===== src/rtl/zero_run_flag.sv =====
module zero_run_flag #(
  parameter int SAMPLE_W    = 16,
  parameter int RUN_BITS    = 14,
  parameter int INIT_FRAMES = 8
) (
  input  logic                clk,
  input  logic                rst_n,
  input  logic                word_clk,
  input  logic [SAMPLE_W-1:0] left_smp,
  input  logic [SAMPLE_W-1:0] right_smp,
  output logic                no_signal
);

  localparam int RUN_W  = RUN_BITS + 1;
  localparam int INIT_W = $clog2(INIT_FRAMES + 1);
  localparam logic [RUN_W-1:0]  RUN_MAX  = RUN_W'(1) << RUN_BITS;
  localparam logic [INIT_W-1:0] INIT_END = INIT_W'(INIT_FRAMES - 1);

  typedef enum logic [1:0] {ST_WAIT, ST_INIT, ST_RUN} state_t;

  state_t            state;
  logic              wc_q;
  logic [INIT_W-1:0] init_cnt;
  logic [RUN_W-1:0]  run_cnt;

  wire frame_tick = word_clk & ~wc_q;
  wire frame_zero = (left_smp == '0) && (right_smp == '0);

  always_ff @(posedge clk or negedge rst_n) begin
    if (!rst_n) begin
      wc_q      <= 1'b1;
      state     <= ST_WAIT;
      init_cnt  <= '0;
      run_cnt   <= RUN_MAX;
      no_signal <= 1'b1;
    end else begin
      wc_q <= word_clk;
      if (frame_tick) begin
        case (state)
          ST_WAIT: begin
            state    <= ST_INIT;
            init_cnt <= '0;
          end
          ST_INIT: begin
            if (init_cnt == INIT_END) state <= ST_RUN;
            else init_cnt <= init_cnt + INIT_W'(1);
          end
          ST_RUN: begin
            if (!frame_zero) begin
              run_cnt   <= '0;
              no_signal <= 1'b0;
            end else if (run_cnt != RUN_MAX) begin
              run_cnt   <= run_cnt + RUN_W'(1);
              no_signal <= (run_cnt == RUN_MAX - RUN_W'(1));
            end
          end
          default: state <= ST_WAIT;
        endcase
      end
    end
  end

endmodule


===== config.mk =====
export PLATFORM = sky130hd
export DESIGN_NAME = zero_run_flag
export DESIGN_NICKNAME = d
export VERILOG_FILES = /design/src/rtl/zero_run_flag.sv
export SDC_FILE = /design/constraint.sdc
export NUM_CORES = 1
export LEC_CHECK = 0
export BUFFER_PORTS_ARGS = -buffer_cell sky130_fd_sc_hd__buf_2
export CAP_MARGIN = 20
export CELL_PAD_IN_SITES_DETAIL_PLACEMENT = 0
export CELL_PAD_IN_SITES_GLOBAL_PLACEMENT = 1
export CORE_MARGIN = 4
export CORE_UTILIZATION = 39
export CTS_BUF_LIST = sky130_fd_sc_hd__clkbuf_4 sky130_fd_sc_hd__clkbuf_8 sky130_fd_sc_hd__clkbuf_16
export CTS_CLUSTER_SIZE = 10
export DETAILED_ROUTE_END_ITERATION = 8
export PLACE_DENSITY_LB_ADDON = 0.15
export SETUP_SLACK_MARGIN = 0.5
export SLEW_MARGIN = 20
export SYNTH_ARGS = -nofsm -noshare
export SYNTH_HDL_FRONTEND = slang
export SYNTH_SLANG_ARGS = --single-unit

===== constraint.sdc =====
create_clock -name clk -period 2.5 [get_ports clk]
set_input_delay 0.125 -clock clk [delete_from_list [all_inputs] [get_ports clk]]
set_output_delay 0.125 -clock clk [all_outputs]
set_load 0.005 [all_outputs]

======== Yosys cells after proc, flatten, opt, wreduce, memory -nomap -nowiden ========
Cells that the tools add are included.
word-level totals
  output and inout bits ................... 1
  bits in registers ....................... 23
  word-level logic and storage cells ...... 34
operators by class
  reductions and logical operators ........ 8
  multiplexer cells ....................... 8
  add/sub/neg operators ................... 2
  bitwise logic cells ..................... 3
  equality and inequality tests ........... 8
operators by type and width
  kind                     number
  $logic_not A16 Y1        2
  $mux W15                 2
  $add A15 B1 Y15 const B  1
  $eq A15 B14 Y1 const B   1
  $ne A15 B15 Y1 const B   1
  $reduce_and A3 Y1        3
  $pmux W4 S2              1
  $pmux W2 S3              1
  $add A4 B1 Y4 const B    1
  $eq A4 B3 Y1 const B     1
  $mux W4                  1
  $ne A2 B2 Y1 const B     2
  $eq A2 B1 Y1 const B     1
  $eq A2 B2 Y1 const B     1
  $logic_not A2 Y1         1
  $mux W1                  2
  $mux W2                  1
  $ne A2 B1 Y1 const B     1
  $not A1 Y1               2
  $reduce_bool A2 Y1       1
  $and A1 B1 Y1            1
  $logic_and A1 B1 Y1      1

======== Longest topological paths before layout ========
  depth after elaboration ................. 4
  mapped depth ............................ 8

======== Least setup slack after synthesis ========
Ideal clock, no wire load.
  kind .................................... register to register
  start ................................... register run_cnt[0]
  end ..................................... register run_cnt[12]
  data arrival time ....................... 1.665 ns
  path buffers ............................ 1
  stages on the path, launching flop included .. 9
  setup slack ............................. 0.756 ns
  required time ........................... 2.421 ns
  cells stage by stage .................... dfrtp_1 > inv_1 > ha_1 > nor4b_1 > nand4_1 > o31ai_1 > buf_2 > a21oi_1 > mux2i_1
between the ends
  longest elaborated chain between the ends .. 3
  elaborated cells between the ends (all ways) .. 6
  classes of those cells .................. add/sub (1); eq/ne (2); mux (2); reduce/logical (1)
RTL lines
  what                                                      RTL line  RTL
  start: declaration                                        24        logic [RUN_W-1:0] run_cnt;
  start signal: assignment                                  53        run_cnt <= run_cnt + RUN_W'(1);
  $add A15 B1 Y15 / $ne A15 B15 Y1 (equally long branches)  53, 52
  $mux W15 / $ne A2 B1 Y1 (equally long branches)           n/a
  $mux W15 / $reduce_and A3 Y1 (equally long branches)      n/a
Parallel ways exist; a longest one is shown, timed or not. The select of a mux whose other input is x is not followed.
A chain may end at the register's enable or synchronous reset.

======== Worst setup path after layout ========
  start ................................... register run_cnt[0]
  end ..................................... register run_cnt[10]
The elaborated chain is that of the path after synthesis.

==> metrics.csv <==
stage,metric,value,unit
logic_synthesis,most common cell in the netlist,dfrtp_1,
run_status,status,"finished, final reports clean",
timing,crit path time final,1866,ps
timing,fin crit share,74.65,%
placed_design,placed cells,232,
clocking,Root Buffer,clkbuf_4,
cells_and_area,Area Overhead vs Synth,23.06,%
die,full die area,4612,um2
grt,largest net degree at the start of global routing,25,
grt,Tot GR Track Use,14.36,%
logic_synthesis,Synth cell types,39,
power,total power,0.7652,mW
timing,Final WS setup,633.7,ps
timing,"Hold Vio Cnt, Final",0,
logic_synthesis,Compound-Gate Fraction of Synth Area,15.19,%
logic_synthesis,ranking of synthesized cells by area,"dfrtp_1 36%, nand3_1 5.7%, dfstp_2 5.6%, a21oi_1 4.6%, nand2_1 4.6%",
setup_path,Setup CP Type,reg -> reg,
route,Post-Route WL,3.099,mm
clocking,H-tree levels,1,
route,DRT iter0 DRCs,100,
clocking,"Clk pin slew, worst setup/hold paths",130,ps
placed_design,HPWL Detailed,2.376,mm
timing,fin. max-slew vios,0,
hold_path,HP Class,in -> reg,
logic_synthesis,Most used DFF post-synth,dfrtp_1,
logic_synthesis,post-synthesis adder-cell area fraction,2.681,%
clocking,Skew-Pair Late Insertion Delay,310,ps
die,Die Span Y,67.92,um
timing,RSZ-0062 raised after global routing,no,
logic_synthesis,#FFs+latches synth,23,
route,total iterations of the first detailed-routing run,4,
setup_path,startpoint types,flop,
die,IO Count,36,
die,CORE AREA,3390,um2
grt,first-pass GRT wire length,5.161,mm
logic_synthesis,syn_area_per_cell,9.151,um2
die,die width,67.92,um
logic_synthesis,largest area contributor in the netlist,dfrtp_1,
clocking,CTS tree,yes,
power,power per cell area,444.1,nW/um2
flow_run,max_cap viols,0,
timing,Peak Freq,535.8,MHz
setup_path,critical path arrival,2110,ps
route,drt via density,5.393,
route,DRC Markers,0,
logic_synthesis,register area share after synthesis,41.38,%
timing,setup violators final,0,
logic_synthesis,post-synthesis xor/xnor area fraction,0,%
logic_synthesis,mux contribution to synthesized area,4.379,%
placed_design,dpl ws,619.5,ps
setup_path,Critical Path Fanout Max,7,
grt,initial antenna violation count,0,
logic_synthesis,Yosys warning total,0,
setup_path,Crit path required time,2740,ps
placed_design,Final Wtd Congestion,0.7330,
clocking,CTS Buffer Depth,2,
die,row count,21,
clocking,clock sinks,23,
route,Final ANT Viol Nets,0,
logic_synthesis,share of async-settable or async-resettable flops after synthesis,100.0,%
cells_and_area,ANT cells,0,
grt,gr ovfl total,0,
timing,worst-margin pin slew,694.7,ps
timing,Fin Clk Skew,13.64,ps
clocking,total CTS buffers,3,
logic_synthesis,Synth Cell Area,1400,um2
power,leak pwr,0.7918,nW
cells_and_area,Post-Layout Inst Area,1723,um2
logic_synthesis,Simple-Gate Fraction of Synth Area,31.99,%
cells_and_area,share of cells above drive strength 1,31.61,%
logic_synthesis,syn_nets,191,
placed_design,"Cell Area, Placed",1617,um2
placed_design,port bufs,35,
cells_and_area,# nets final,232,
logic_synthesis,largest family of logic cells by synthesized area,simple AND/OR/NAND/NOR gates,
cells_and_area,Filler cells,314,
setup_path,CP endpoint kind,flop,
power,VDD IR max,0.2934,mV
logic_synthesis,Post-synth EDFFs,0,
cells_and_area,post-layout util,50.83,%
logic_synthesis,post-synthesis cell count,153,
logic_synthesis,Synth top cells by count,"20 x dfrtp_1, 17 x nand2_1, 16 x nand3_1, 13 x a21oi_1",
die,Initial Util,41.31,%
route,DR WL/cell,12.97,um
cells_and_area,fin cells,239,
timing,TNS Setup,0,ps
logic_synthesis,area share of the largest cell type after synthesis,35.75,%
grt,vias in the first global route,1153,
timing,Max-slew headroom,53.30,%
route,via count,1289,
timing,Hold Slack,291.7,ps
==> final cells by class <==
class | count | area [um2] | share of cell area, %
multi-input cells | 118 | 788.3 | 45.75
well taps | 46 | 57.56 | 3.341
inverters | 8 | 30.03 | 1.743
clock buffers | 4 | 30.03 | 1.743
repair buffers | 40 | 237.7 | 13.80
flip-flops and latches | 23 | 579.3 | 33.62
==> power by group <==
group	internal [mW]	total, mW	leakage (nW)	switching [mW]
Clock	0.0731	0.184	0.0184	0.111
Combinational	0.0685	0.144	0.508	0.0751
Sequential	0.401	0.437	0.266	0.0363
Total	0.543	0.765	0.792	0.223
==> cell families after synthesis <==
logic type | Yosys count
and+or+nand+nor | 74
adders and majority gates | 3
DFF | 23
buffers and inverters | 12
AOI/OAI and AO/OA | 35
muxes | 6
==> worst max-delay path: stages (launching register included) <==
cell	delay, ps
dfrtp_1	430
inv_2	80
ha_1	150
nor4b_4	170
nand4_1	190
o31ai_2	310
buf_6	170
buf_12	110
a21oi_1	40
mux2i_1	140
==> cell usage in the layout (no fill, tap or decap), types with 3 or more instances in the layout <==
cell type / synthesis / layout
nand2b_1: 3 / 3
inv_2: 0 / 3
o21ai_1: 8 / 8
inv_1: 8 / 5
clkbuf_4: 0 / 4
dfrtp_1: 20 / 20
buf_2: 1 / 35
nand2_1: 17 / 17
nand3_1: 16 / 16
ha_1: 3 / 3
dfstp_2: 3 / 3
a21oi_1: 13 / 13
nor4_1: 6 / 6
nor3_1: 3 / 3
nor2_1: 7 / 7
nand4_1: 4 / 4
a22o_1: 4 / 4
mux2i_1: 5 / 5
nor4_2: 5 / 5
==> per-layer routing <==
| layer | vias up | GRT usage, % | wire length (um) | part of all wire (%) |
|---|---|---|---|---|
| met5 | - | 0 | 0 | 0 |
| met2 | 27 | 24.42 | 1535 | 50 |
| li1 | 659 | - | - | - |
| met1 | 603 | 19.72 | 1424 | 46 |
| met3 | 0 | 3.448 | 139 | 4.5 |
| met4 | 0 | 0 | 0 | 0 |
==> final timing paths <==
path	from	end	slack (ps)	cells after the start
worst max register to register	run_cnt[0]	run_cnt[10]	630	9
min in group asynchronous	rst_n	run_cnt[8]	310	2
worst min-delay path	right_smp[14]	run_cnt[14]	290	6
max in group asynchronous	rst_n	wc_q	1810	2
worst min register to register	no_signal	no_signal	500	2
worst max-delay path	run_cnt[0]	run_cnt[10]	630	9
==> registers in the layout (all words and copies together) (netlist names) <==
| signal | count |
|---|---|
| run_cnt | 15 |
| init_cnt | 4 |
| state | 2 |
| no_signal | 1 |
| wc_q | 1 |
==> repair_timing <==
item                                   in CTS  in global routing
endpoints found under the hold margin      21                  0
setup endpoints to repair                   0                 14
setup buffers                               0                  1
hold buffers                                2                  0
resized for setup                           0                 10
Note: power is estimated with default switching activity, not from simulation.
